<file path="src/rtl/sio_tx_pkg.sv">
package sio_tx_pkg;

    localparam int WORD_W    = 16;
    localparam int LANE_W    = WORD_W / 2;
    localparam int SHORT_END = 2;
    localparam int LONG_END  = LANE_W + 2;
    localparam int STEP_W    = $clog2(LONG_END + 1);

    typedef enum logic [1:0] {
        K_ENABLE = 2'd0,
        K_ACK    = 2'd1,
        K_CMD    = 2'd2,
        K_DOUT   = 2'd3
    } kind_e;

    typedef struct packed {
        kind_e             kind;
        logic [WORD_W-1:0] word;
    } xfer_t;

    typedef struct packed {
        logic clk;
        logic d1;
        logic d2;
        logic dir_n;
    } lines_t;

    function automatic logic is_long(kind_e k);
        return (k == K_CMD) || (k == K_DOUT);
    endfunction

    function automatic logic [1:0] slot_code(kind_e k);
        case (k)
            K_ENABLE: return 2'b11;
            K_ACK:    return 2'b10;
            K_CMD:    return 2'b00;
            default:  return 2'b01;
        endcase
    endfunction

endpackage

</file>
<file path="src/rtl/sio_phase_ctr.sv">
module sio_phase_ctr (
    input  logic       clk,
    input  logic       rst,
    output logic [1:0] ph
);
    always_ff @(posedge clk) begin
        if (rst) ph <= 2'd0;
        else     ph <= ph + 2'd1;
    end
endmodule

</file>
<file path="src/rtl/sio_seq.sv">
module sio_seq
    import sio_tx_pkg::*;
(
    input  logic              clk,
    input  logic              rst,
    input  logic [1:0]        ph,
    input  logic              req_valid,
    input  xfer_t             req,
    output logic              active,
    output logic [STEP_W-1:0] step,
    output xfer_t             cur
);
    logic  pend_v;
    xfer_t pend;
    logic  launch;
    logic  last_step;

    assign launch    = pend_v && !active && (ph == 2'd2);
    assign last_step = is_long(cur.kind) ? (step == STEP_W'(LONG_END))
                                         : (step == STEP_W'(SHORT_END));

    always_ff @(posedge clk) begin
        if (rst) begin
            pend_v <= 1'b0;
            pend   <= '0;
            active <= 1'b0;
            step   <= '0;
            cur    <= '0;
        end else begin
            if (req_valid && (!pend_v || launch)) pend <= req;
            pend_v <= launch ? req_valid : (pend_v || req_valid);
            if (launch) begin
                active <= 1'b1;
                step   <= '0;
                cur    <= pend;
            end else if (active) begin
                step <= step + 1'b1;
                if (last_step) active <= 1'b0;
            end
        end
    end

    AST_START_IN_PH4: assert property (@(posedge clk) disable iff (rst)
        $rose(active) |-> (ph == 2'd3));
    AST_END_IN_PH3: assert property (@(posedge clk) disable iff (rst)
        $fell(active) |-> (ph == 2'd2));
endmodule

</file>
<file path="src/rtl/sio_line_enc.sv">
module sio_line_enc
    import sio_tx_pkg::*;
(
    input  logic              active,
    input  logic [STEP_W-1:0] step,
    input  xfer_t             cur,
    output lines_t            lines
);
    logic [1:0] slot;
    int         bit_idx;

    always_comb begin
        slot        = slot_code(cur.kind);
        bit_idx     = int'(step) - 2;
        lines.dir_n = !active;
        lines.clk   = !(active && step[0] && (step <= STEP_W'(LONG_END - 1)));
        lines.d1    = 1'b1;
        lines.d2    = 1'b1;
        if (active && step == STEP_W'(1)) begin
            lines.d1 = slot[1];
            lines.d2 = slot[0];
        end else if (active && is_long(cur.kind) && step >= STEP_W'(2)
                     && step <= STEP_W'(LONG_END - 1)) begin
            lines.d1 = cur.word[bit_idx[$clog2(LANE_W)-1:0]];
            lines.d2 = cur.word[LANE_W + bit_idx[$clog2(LANE_W)-1:0]];
        end
    end
endmodule

</file>
<file path="src/rtl/sio_tx.sv">
module sio_tx
    import sio_tx_pkg::*;
(
    input  logic              clk,
    input  logic              rst,
    input  logic              req_valid,
    input  logic [1:0]        req_kind,
    input  logic [WORD_W-1:0] req_word,
    output logic              busy,
    output logic [1:0]        phase,
    output logic              bus_clk,
    output logic              bus_d1,
    output logic              bus_d2,
    output logic              bus_dir_n
);
    logic              active;
    logic [STEP_W-1:0] step;
    xfer_t             cur;
    xfer_t             req;
    lines_t            lines;

    assign req = '{kind: kind_e'(req_kind), word: req_word};

    sio_phase_ctr u_ph (.clk(clk), .rst(rst), .ph(phase));

    sio_seq u_seq (
        .clk(clk), .rst(rst), .ph(phase), .req_valid(req_valid), .req(req),
        .active(active), .step(step), .cur(cur)
    );

    sio_line_enc u_enc (.active(active), .step(step), .cur(cur), .lines(lines));

    assign busy      = active;
    assign bus_clk   = lines.clk;
    assign bus_d1    = lines.d1;
    assign bus_d2    = lines.d2;
    assign bus_dir_n = lines.dir_n;

    AST_IDLE_LINES_HIGH: assert property (@(posedge clk) disable iff (rst)
        bus_dir_n |-> (bus_clk && bus_d1 && bus_d2));
    AST_CLK_FALL_ODD_PHASE: assert property (@(posedge clk) disable iff (rst)
        $fell(bus_clk) |-> (phase == 2'd0 || phase == 2'd2));
    AST_CLK_LOW_ONE_PHASE: assert property (@(posedge clk) disable iff (rst)
        !bus_clk |=> bus_clk);
    AST_BUSY_TRACKS_DIR: assert property (@(posedge clk) disable iff (rst)
        busy == !bus_dir_n);
endmodule

</file>
<file path="config.mk">
export PLATFORM = sky130hd
export DESIGN_NAME = sio_tx
export DESIGN_NICKNAME = d
export VERILOG_FILES = /design/src/rtl/sio_tx_pkg.sv /design/src/rtl/sio_phase_ctr.sv /design/src/rtl/sio_seq.sv /design/src/rtl/sio_line_enc.sv /design/src/rtl/sio_tx.sv
export SDC_FILE = /design/constraint.sdc
export NUM_CORES = 1
export LEC_CHECK = 0
export ABC_AREA = 0
export BUFFER_PORTS_ARGS = -buffer_cell sky130_fd_sc_hd__buf_2
export CAP_MARGIN = 20
export CORE_UTILIZATION = 56
export DETAILED_ROUTE_END_ITERATION = 7
export MAX_ROUTING_LAYER = met4
export PLACE_DENSITY = 0.78
export SLEW_MARGIN = 20
export SYNTH_ARGS = -nofsm -noshare
export SYNTH_HDL_FRONTEND = slang
export SYNTH_SLANG_ARGS = --single-unit
</file>
<file path="constraint.sdc">
create_clock -name clk -period 1.9 [get_ports clk]
set_input_delay 0.095 -clock clk [delete_from_list [all_inputs] [get_ports clk]]
set_output_delay 0.095 -clock clk [all_outputs]
set_load 0.01 [all_outputs]
</file>
== Word-level counts from Yosys, hierarchy flattened ==
Index checks and enable logic that the tools add are counted.
Widths: inputs -> output; s select.

* Bits in registers: 44
* Output and inout bits: 7

* $lt $le $gt $ge: 4
* $add $sub $neg: 4
* Eq/ne operators: 7
* Mux-type cells: 12
* Reductions and logical operators: 17

{| class="wikitable"
|+ Operators with widths
! cell !! count
|-
| $lt 32x5->1 const B || 1
|-
| $logic_and 1x1->1 || 9
|-
| $mux 1 || 7
|-
| $eq 2x2->1 const B || 3
|-
| $pmux 2 s3 || 1
|-
| $add 4x3->5 const A || 1
|-
| $lt 3x5->1 const B || 1
|-
| $add 4x1->4 const B || 1
|-
| $bmux 1 s4 || 1
|-
| $eq 4x1->1 const B || 1
|-
| $eq 4x2->1 const B || 1
|-
| $eq 4x4->1 const B || 1
|-
| $ge 4x2->1 const B || 1
|-
| $le 4x4->1 const B || 1
|-
| $mux 2 || 2
|-
| $bmux 1 s3 || 1
|-
| $logic_not 1->1 || 3
|-
| $logic_or 1x1->1 || 3
|-
| $sub 3x2->3 const B || 1
|-
| $add 2x1->2 const B || 1
|-
| $eq 2x1->1 const B || 1
|-
| $logic_not 2->1 || 1
|-
| $reduce_or 2->1 || 1
|}

== Logic depth before layout (Yosys ltp) ==
Gate-level depths: netlist (run 1).

* Word-level depth: 7
* Gate-level depth with buffers: 8

== Hierarchy ==
From an unflattened synthesis (run 1), not the netlist that was laid out.

* Cell total of the unflattened synthesis: 215
* Area total of the unflattened synthesis: 2,052.0 sq um

{| class="wikitable"
|+ By module, submodules not included
! module !! area an instance (sq um) !! instances !! seq. area each (sq um) !! cells each
|-
| sio_seq || 1,725.4 || 1 || 840.8 || 186
|-
| sio_line_enc || 270.3 || 1 || 0.0 || 24
|-
| sio_phase_ctr || 56.3 || 1 || 40.0 || 5
|}

== Worst setup path before layout (run 1) ==
Ideal clock, no wire load.

* Path kind: reg-to-output
* Start point: register u_seq.step[0]
* End point: output bus_d1
* Arrival time: 1.426 ns
* Required time: 1.805 ns
* Stages on the path, launching flop included: 8
* Slack: 0.379 ns
* Path through: dfxtp_1 > buf_2 > inv_1 > ha_1 > nor2_1 > o21ai_0 > nor4b_1 > a32oi_1

* Word-level cells in the longest chain between the ends: 5
* Elaborated cells between the ends (all ways): 11
* Those cells by class: add/sub (1); order compare (2); eq/ne (1); mux (4); reduce/logical (3)

{| class="wikitable"
|+ RTL lines
! item !! line !! RTL
|-
| start: declaration || sio_seq.sv:10 || <nowiki>output logic [STEP_W-1:0] step,</nowiki>
|-
| start signal: assignment || sio_seq.sv:37 || <nowiki>step <= step + 1'b1;</nowiki>
|-
| $sub 3x2->3 / $ge 4x2->1 (equally long branches) || sio_line_enc.sv:14, sio_line_enc.sv:22 ||
|-
| $bmux 1 s3 / $logic_and 1x1->1 (equally long branches) || sio_line_enc.sv:24, sio_line_enc.sv:22 ||
|-
| $mux 1 (implied by the code) / $logic_and 1x1->1 (equally long branches) || sio_line_enc.sv:24, sio_line_enc.sv:23 ||
|-
| $mux 2 || sio_line_enc.sv:22 || <nowiki>end else if (active && is_long(cur.kind) && step >= STEP_W'(2)</nowiki>
|-
| $mux 2 (*) || sio_line_enc.sv:19 || <nowiki>if (active && step == STEP_W'(1)) begin</nowiki>
|-
| end: declaration || sio_tx.sv:12 || <nowiki>output logic bus_d1,</nowiki>
|}

Every way passes the cells marked *; elsewhere a longest branch is shown, timed or not. The select of a mux whose other input is x is not followed.

== Worst setup path after layout (run 1) ==
* Start point: register u_seq.step[0]
* End point: output bus_d2

* Word-level cells in the longest chain between the ends: 6
* Elaborated cells between the ends (all ways): 12
* Those cells by class: add/sub (2); order compare (2); eq/ne (1); mux (4); reduce/logical (3)

{| class="wikitable"
|+ RTL lines
! item !! line !! RTL
|-
| $sub 3x2->3 || sio_line_enc.sv:14 || <nowiki>bit_idx = int'(step) - 2;</nowiki>
|-
| $add 4x3->5 || sio_line_enc.sv:25 || <nowiki>lines.d2 = cur.word[LANE_W + bit_idx[$clog2(LANE_W)-1:0]];</nowiki>
|-
| $bmux 1 s4 || sio_line_enc.sv:25 ||
|-
| $mux 1 (implied by the code) || sio_line_enc.sv:25 ||
|-
| $mux 2 || sio_line_enc.sv:22 ||
|-
| $mux 2 (*) || sio_line_enc.sv:19 ||
|-
| end: declaration || sio_tx.sv:13 || <nowiki>output logic bus_d2,</nowiki>
|}

Marked as above.

==> reports/metrics.yaml, run 1 <==
synth-warning-count: 0
p_leak_nw: 1.05
clk_latency_ps: 360
grt.overflow.total: 0
syn_nets: 241
finalNonFillerCells: 306
ys_seq_elements: 44
fillCellCount: 229
maxSlewHeadroom: 0.492
worst_slew_pin_slew_ps: 761
async_reset_ff_frac: 0
grt_pass1_wl_mm: 6.38
drive_gt1_frac: 0.273
grt_max_degree: 45
synth_top_area_frac: 0.454
fin_crit_sh: 0.985
post-route-min-period_ps: 1870
postSynthAreaPerCell_um2: 9.32
rsz0062_at_grt: "true"
pwr-share-comb: 0.107
grt_pass1_vias: 1476
synthTopCellsByCount: "44 x dfxtp_1, 43 x nand2_1, 22 x nor2_1"
grt_usage: 0.250
synth_area_um2: 1940
detail_route.iter0.violations: 49
antenna_cells: 0
die_w_um: 60.9
stdcell_area_um2: 2540
routedWlPerCell_um: 13.7
drt_wl_total_mm: 4.18
grt_antenna_before_repair: 0
ys_seq_area_frac: 0.454
hp-class: "input port to flip-flop"
dieArea_um2: 3700
synth_flop_cell: "dfxtp_1"
clk_path_buf_depth: 2
setup_tns_ps: 0
clock_sinks: 44
wl_met3_um: 136
ant_nets: 0
slew_viol_final: 0
powerDensity_nw_per_um2: 716
nets: 292
synth_edf_count: 0
p_sw_frac: 0.226
pwr-share-clk: 0.354
max_freq_ghz: 0.534
dp.final_hpwl_mm: 2.37
cp_max_fo: 6
gp_congestion: 0.835
dpl_cell_area_um2: 2110
vias_per_cell: 5.19
drc: 0
syn2layout_area_growth_pct: 31.0
synth_most_common_cell: "dfxtp_1"
initial_utilization: 0.581
htree_num_levels: 2
rows: 21
die_y_um: 60.9
arrival_ps: 1780
crit_required_ps: 1800
drtPass1Iterations: 4
wl_met1_mm: 1.94
status: "completed"
cp-start-kind: "flip-flop"
synthCells: 208
coreArea_um2: 3340
drv_cap: 0
yosys.cell_types.count: 26
root_buffer: "clkbuf_4"
synth_area_leader_cell: "dfxtp_1"
switching_power_w: 0.000411
ioPinCount: 28
worstSetupEndpointType: "output pin"
port_buffers: 27
wl_met2_mm: 2.04
path_clk_slew_ps: 130
path_class: "flip-flop to output pin"
finalSetupViolations: 0
hold_viol: 0
num_vias: 1589
cts_buffers: 5
dp.cells: 274
synth_area_leaders: "dfxtp_1 45%, mux2i_1 9.8%, nand2_1 8.3%"
internal-power_w: 0.00141
skew_ps: 12.5
p_seq_frac: 0.539
cts_tree: "yes"
maxUsedRoutingLayer: "met4"
ir_worst_vdd_uv: 649
[metrics by stage]
step	power [W]	hold slack [ps]	setup slack, ps	util
after floorplan	0.00111	212	379	-
after global placement	0.00115	316	259	0.631
after detailed placement	0.00115	326	200	0.631
after CTS	0.00182	273	2.56	0.729
after global routing	0.00189	287	-62.1	0.762
final	0.00182	278	29.0	0.762
[path summary, 6_finish.rpt]
| kind | slack, ps | depth (start not counted) | start | to |
|---|---|---|---|---|
| setup / recovery | 30 | 5 | u_seq.step[0]$_SDFFE_PP0P_ | bus_d2 |
| hold / removal | 280 | 2 | rst | u_seq.pend[11]$_SDFFE_PP0P_ |
| setup reg to reg | 350 | 6 | u_ph.ph[0]$_SDFF_PP0_ | u_seq.cur[11]$_SDFFE_PP0P_ |
| hold reg to reg | 430 | 1 | u_ph.ph[0]$_SDFF_PP0_ | u_ph.ph[0]$_SDFF_PP0_ |
[worst max-delay path: stages (launching register included)]
cell,delay [ps]
dfxtp_4,430
buf_6,130
mux4_2,510
nand2_1,100
a32oi_1,90
buf_2,150
[per-layer routing]
| layer | vias up | global-route usage |
|---|---|---|
| met2 | 32 | 0.388 |
| met3 | 7 | 0.0746 |
| met4 | 0 | 0.114 |
| met1 | 746 | 0.299 |
| li1 | 804 | - |
| met5 | - | - |
[registers in the layout, indices dropped and copies added, names as in the netlist]
name          cells
u_ph.ph           2
u_seq.active      1
u_seq.cur        18
u_seq.pend       18
u_seq.pend_v      1
u_seq.step        4
[layout make-up]
cell class / count / area, um2 / area share
well taps: 46 / 57.6 / 0.0226
multi-input cells: 144 / 1040 / 0.408
clock buffers: 7 / 65.1 / 0.0256
inverters: 7 / 31.3 / 0.0123
flip-flops and latches: 44 / 896 / 0.353
repair buffers: 57 / 424 / 0.167
clock inverters: 1 / 30.0 / 0.0118
[cell usage in the layout (no fill, tap or decap), types with 3 or more instances in the layout]
cell type and n:
inv_1 4, buf_4 9, nand2_1 41, nor2_1 21
mux4_2 4, a21oi_1 20, nor3_1 5, nand3_1 3
dfxtp_4 3, dfxtp_1 38, mux2i_1 19, clkbuf_4 5
dlygate4sd3_1 19, dfxtp_2 3, ha_1 9, buf_2 27
[timing repair]
item,in CTS,in global routing
hold buffers,19,0
endpoints found under the hold margin,19,0
setup endpoints to repair,2,2
buffers inserted,0,5
gates resized for setup,12,21
pin swaps,1,5
[power groups by stage]
| stage | clock [W] | sequential, W | combinational (W) |
|---|---|---|---|
| after floorplan | 0 | 0.000996 | 0.000115 |
| after global placement | 0 | 0.00100 | 0.000150 |
| after detailed placement | 0 | 0.00100 | 0.000153 |
| after CTS | 0.000655 | 0.000980 | 0.000183 |
| after global routing | 0.000686 | 0.000985 | 0.000216 |
| final | 0.000644 | 0.000980 | 0.000195 |
[cells by family after synthesis]
kind of cell / count (synthesis) / share of synthesized area
xor gates and xnor gates: 3 / 0.0136
and+or+nand+nor: 79 / 0.174
DFF: 44 / 0.454
AOI/OAI and AO/OA: 27 / 0.0800
buffers and inverters: 20 / 0.0568
muxes: 23 / 0.145
adders and majority gates: 12 / 0.0774
No activity file was read; power rests on OpenSTA's default activity.
==> run 2, diff against run 1 <==
clock period = 2 ns   (was 1.9 ns; I/O delays follow)
==> run 2 against run 1 <==
  * Via count is 2.3% lower
  * Non-clock buffer count is 7 lower
  * Sequential power is 4.9% lower
  * Critical path depth is 2 higher
  * Routed wire length is 7.9% lower
  * Largest power group unchanged
  * Cell area is 5.4% lower
  * Sequential share of layout area is 1.8 points higher
  * Flip-flop and latch count stayed put
  * First-iteration DRC count is 8.2% higher
  * Core utilization is 4.1 points lower
  * Worst setup slack better by 6.2 ps
  * Worst hold slack worse by 280 ps
  * Critical path type unchanged
==> reports/metrics.yaml, run 2 (synthesis results as in run 1) <==
status: "completed"
dpl_cell_area_um2: 2090
grt_pass1_vias: 1386
stdcell_area_um2: 2400
switching_power_w: 0.000383
detail_route.iter0.violations: 53
cpMaxStageDelayCell: "dfxtp_4"
worst_slew_pin_slew_ps: 751
p_leak_nw: 0.980
skew_ps: 6.82
arrival_ps: 1860
seq_area_um2: 891
root_buffer: "clkbuf_4"
cp_max_fo: 9
cpPeakStageDelay_ps: 410
clock_sinks: 44
powerDensity_nw_per_um2: 712
coreArea_um2: 3340
final_util: 0.720
post-route-min-period_ps: 1960
drt_wl_total_mm: 3.85
ant_nets: 0
p_sw_frac: 0.223
path_clk_slew_ps: 120
layout_commonest_cell: "nand2_1"
gp_congestion: 0.767
slew_viol_final: 0
die_w_um: 60.9
cts_tree: "yes"
drtPass1Iterations: 4
worstSetupEndpointType: "output pin"
path_class: "flip-flop to output pin"
grt.overflow.total: 0
clk_path_buf_depth: 2
p_seq_frac: 0.545
htree_num_levels: 2
hold_viol: 0
crit_required_ps: 1900
routedWlPerCell_um: 12.9
port_buffers: 27
nets: 285
antenna_cells: 0
max_freq_ghz: 0.509
most-common-layout-cells: "43 x nand2_1, 40 x dfxtp_1, 27 x buf_2"
maxSlewHeadroom: 0.499
finalSetupViolations: 0
top_regs: "u_seq.cur (18), u_seq.pend (18), u_seq.step (4)"
drc: 0
multi_input_area_um2: 981
cts_buffers: 5
initial_utilization: 0.581
grt_pass1_wl_mm: 6.05
cp-start-kind: "flip-flop"
pwr-share-comb: 0.099
fin_crit_sh: 0.982
grt_antenna_before_repair: 0
drv_cap: 0
dp.cells: 273
fillCellCount: 263
finalNonFillerCells: 299
grt_usage: 0.230
dp.final_hpwl_mm: 2.46
die_y_um: 60.9
syn2layout_area_growth_pct: 23.9
internal-power_w: 0.00133
pwr-share-clk: 0.357
drive_gt1_frac: 0.221
crit_path_cell_trace: "inv_1, ha_1, nor2_1, o21ai_1, nor4b_2, a32oi_1, buf_2"
hp-class: "input port to flip-flop"
grt_max_degree: 45
vias_per_cell: 5.19
num_vias: 1553
dieArea_um2: 3700
ioPinCount: 28
rows: 21
ir_worst_vdd_uv: 552
clk_latency_ps: 350
-- run 2: cell type report --
type,instances,area share
multi-input cells,144,0.408
clock inverters,1,0.0125
flip-flops and latches,44,0.371
inverters,7,0.0109
well taps,46,0.0239
clock buffers,7,0.0271
repair buffers,50,0.147
-- run 2: worst max-delay path: cells and delay by family (launching register included) --
kind	cells	cell delay, ps
flip-flops	1	410
AND/OR/NAND/NOR	2	310
AO/OA/AOI/OAI	2	290
buffers and inverters	2	290
adder cells (fa/ha/maj)	1	210
-- run 2: per-layer routing --
layer | GRT usage | part of all wire | up-vias
met5 | - | 0 | -
met4 | 0.0617 | 0.013 | 0
met3 | 0.0640 | 0.034 | 6
met2 | 0.374 | 0.49 | 29
met1 | 0.283 | 0.47 | 730
li1 | - | - | 788
-- run 2: repair_timing --
action                                  CTS  global route
buffers inserted                          0             0
hold buffers                             18             0
endpoints found under the setup margin    2             2
hold endpoints to repair                 18             0
resized for setup                         4             9
-- run 2: metrics by stage --
| step | setup TNS [ps] | power, W | worst slack (ps) | hold WS [ps] |
|---|---|---|---|---|
| detailed placement | 0 | 0.00109 | 246 | 336 |
| floorplan | 0 | 0.00105 | 474 | 217 |
| finish | 0 | 0.00171 | 35.2 | 1.60 |
| global route | -65.1 | 0.00178 | -48.9 | 23.4 |
| global placement | 0 | 0.00109 | 302 | 326 |
| CTS | 0 | 0.00172 | 33.9 | 5.31 |
-- run 2: final timing paths --
check	start	end	slack [ps]	depth (start not counted)
setup / recovery	u_seq.step[1]$_SDFFE_PP0P_	bus_d1	40	7
hold / removal	req_word[3]	u_seq.pend[3]$_SDFFE_PP0P_	2	3
setup reg to reg	u_seq.active$_SDFF_PP0_	u_seq.pend[8]$_SDFFE_PP0P_	400	5
hold reg to reg	u_ph.ph[0]$_SDFF_PP0_	u_ph.ph[0]$_SDFF_PP0_	440	1
-- run 2: power by group through the flow --
| stage | clock network, W | logic, W | registers, W |
|---|---|---|---|
| floorplan | 0 | 0.000109 | 0.000946 |
| global placement | 0 | 0.000136 | 0.000952 |
| detailed placement | 0 | 0.000140 | 0.000953 |
| CTS | 0.000615 | 0.000167 | 0.000934 |
| global route | 0.000652 | 0.000189 | 0.000937 |
| finish | 0.000610 | 0.000169 | 0.000932 |
==> run 3, diff against run 2 <==
clock period = 2.2 ns   (was 2 ns; I/O delays follow)
==> run 3 against run 2 <==
  * Sequential power is 8.8% lower
  * Die area stayed put
  * Via count is 2.1% lower
  * Worst hold slack better by 6.0 ps
  * Routed wire length is 4.3% lower
  * Clock skew is 2.5 ps higher
  * First-iteration DRC count is 23% higher
  * Sequential share of layout area is 1.4 points higher
  * Critical path type unchanged
  * Critical endpoint unchanged
  * Largest power group unchanged
==> reports/metrics.yaml, run 3 (synthesis results as in run 1) <==
vias_per_cell: 5.15
fin_crit_sh: 0.953
max_freq_ghz: 0.477
syn2layout_area_growth_pct: 18.5
antenna_cells: 0
ir_worst_vdd_uv: 519
worst_slew_pin_slew_ps: 781
finalPower_w: 0.00139
layout_commonest_cell: "nand2_1"
post-place-ws_ps: 300
worstSetupEndpointType: "output pin"
arrival_ps: 1990
fillCellCount: 271
cts_tree: "yes"
port_buffers: 27
path_class: "flip-flop to output pin"
drt_wl_total_mm: 3.68
setup_ws_ps: 103
ant_nets: 0
critical_path.top_delay_family: "flip-flops"
cpPeakStageDelay_ps: 420
maxSlewHeadroom: 0.479
grt_usage: 0.228
die_w_um: 60.9
pwr-share-clk: 0.283
nets: 281
die_y_um: 60.9
drtPass1Iterations: 4
clock_sinks: 44
skew_ps: 9.32
cpMaxStageDelayCell: "dfxtp_1"
hold_viol: 0
root_buffer: "clkbuf_4"
most-common-layout-cells: "43 x nand2_1, 42 x dfxtp_1, 27 x buf_2"
r2r_slack_ps: 400
p_sw_frac: 0.236
drive_gt1_frac: 0.181
seq_area_um2: 883
r2r_cells: 7
routedWlPerCell_um: 12.5
p_leak_nw: 0.934
grt_pass1_vias: 1332
htree_num_levels: 2
powerDensity_nw_per_um2: 605
r2r_end: "u_seq.pend[2]$_SDFFE_PP0P_"
clk_latency_ps: 350
cp-start-kind: "flip-flop"
ioPinCount: 28
cts_buffers: 5
dp.final_hpwl_mm: 2.29
p_seq_frac: 0.611
grt_pass1_wl_mm: 5.96
coreArea_um2: 3340
r2r_start: "u_ph.ph[0]$_SDFF_PP0_"
switching_power_w: 0.000328
detail_route.iter0.violations: 65
hp-class: "input port to flip-flop"
multi_input_area_um2: 955
drv_cap: 0
min_to: "u_seq.pend[17]$_SDFFE_PP0P_"
internal-power_w: 0.00106
hold_path_startpoint: "req_kind[1]"
cp_max_fo: 5
num_vias: 1520
dieArea_um2: 3700
whs_path_depth: 3
crit_path_cell_trace: "inv_1, ha_1, mux4_2, nand2_1, a32oi_1, buf_2"
initial_utilization: 0.581
gp_congestion: 0.848
clk_path_buf_depth: 2
grt_antenna_before_repair: 0
pwr-share-comb: 0.105
top_regs: "u_seq.cur (18), u_seq.pend (18), u_seq.step (4)"
slew_viol_final: 0
status: "completed"
crit_required_ps: 2090
path_buf_inv: 2
post-route-min-period_ps: 2100
grt_max_degree: 45
finalSetupViolations: 0
dpl_cell_area_um2: 2070
grt.overflow.total: 0
stdcell_area_um2: 2300
rows: 21
path_clk_slew_ps: 120
drc: 0
-- run 3: cell count changes in the layout (fill, tap and decap cells not counted), sizes merged --
| cell | change |
|---|---|
| clkbuf | +1 |
| dlygate4sd3 | -2 |
| buf | -2 |
| bufinv | -1 |
-- run 3: repair_timing --
action	in CTS	in global routing
endpoints found under the setup margin	2	2
hold buffers	16	0
setup buffers	0	0
endpoints found under the hold margin	16	0
resized for setup	1	2
-- run 3: routing by layer --
metal  vias up  wire length, um  GRT usage
met4         0               51     0.0779
met5         -                0          -
met2        25             1680      0.341
li1        777                -          -
met3         7              104     0.0576
met1       711             1840      0.300
-- run 3: area by class of cell --
cell class              count  share of cell area
multi-input cells         144               0.415
flip-flops and latches     44               0.384
repair buffers             46               0.138
clock buffers               8              0.0256
well taps                  46              0.0250
inverters                   7              0.0114
-- run 3: worst max-delay path by stage --
stage | from | end | slack (ps) | cells after the start
6_report | u_seq.step[2]$_SDFFE_PP0P_ | bus_d1 | 100 | 6
2_1_floorplan | u_seq.step[0]$_SDFFE_PP0P_ | bus_d1 | 660 | 7
3_5_place_dp | u_seq.step[0]$_SDFFE_PP0P_ | bus_d1 | 300 | 6
3_3_place_gp | u_seq.step[0]$_SDFFE_PP0P_ | bus_d2 | 390 | 6
4_1_cts | u_seq.step[1]$_SDFFE_PP0P_ | bus_d1 | 50 | 7
5_1_grt | u_seq.step[0]$_SDFFE_PP0P_ | bus_d1 | -30 | 6
-- run 3: power by group through the flow --
stage	Clock, W	Combinational, W	Sequential, W
global placement	0	0.000120	0.000866
CTS	0.000406	0.000145	0.000850
detailed placement	0	0.000123	0.000867
finish	0.000394	0.000146	0.000850
global route	0.000441	0.000165	0.000855
floorplan	0	0.0000990	0.000860
-- run 3: through the flow --
| step | hold WS (ps) | cells | TNS [ps] | util |
|---|---|---|---|---|
| after floorplan | 227 | 208 | 0 | - |
| after global placement | 337 | 271 | 0 | 0.621 |
| after detailed placement | 343 | 271 | 0 | 0.621 |
| after CTS | 3.39 | 295 | 0 | 0.687 |
| after global routing | 17.0 | 295 | -60.5 | 0.689 |
| final | 7.64 | 295 | 0 | 0.689 |
-- run 3: worst min-delay path, delay by kind of cell --
kind / cells / cell delay (ps)
buffers and inverters: 1 / 80
muxes: 1 / 60
and+or+nand+nor: 1 / 80
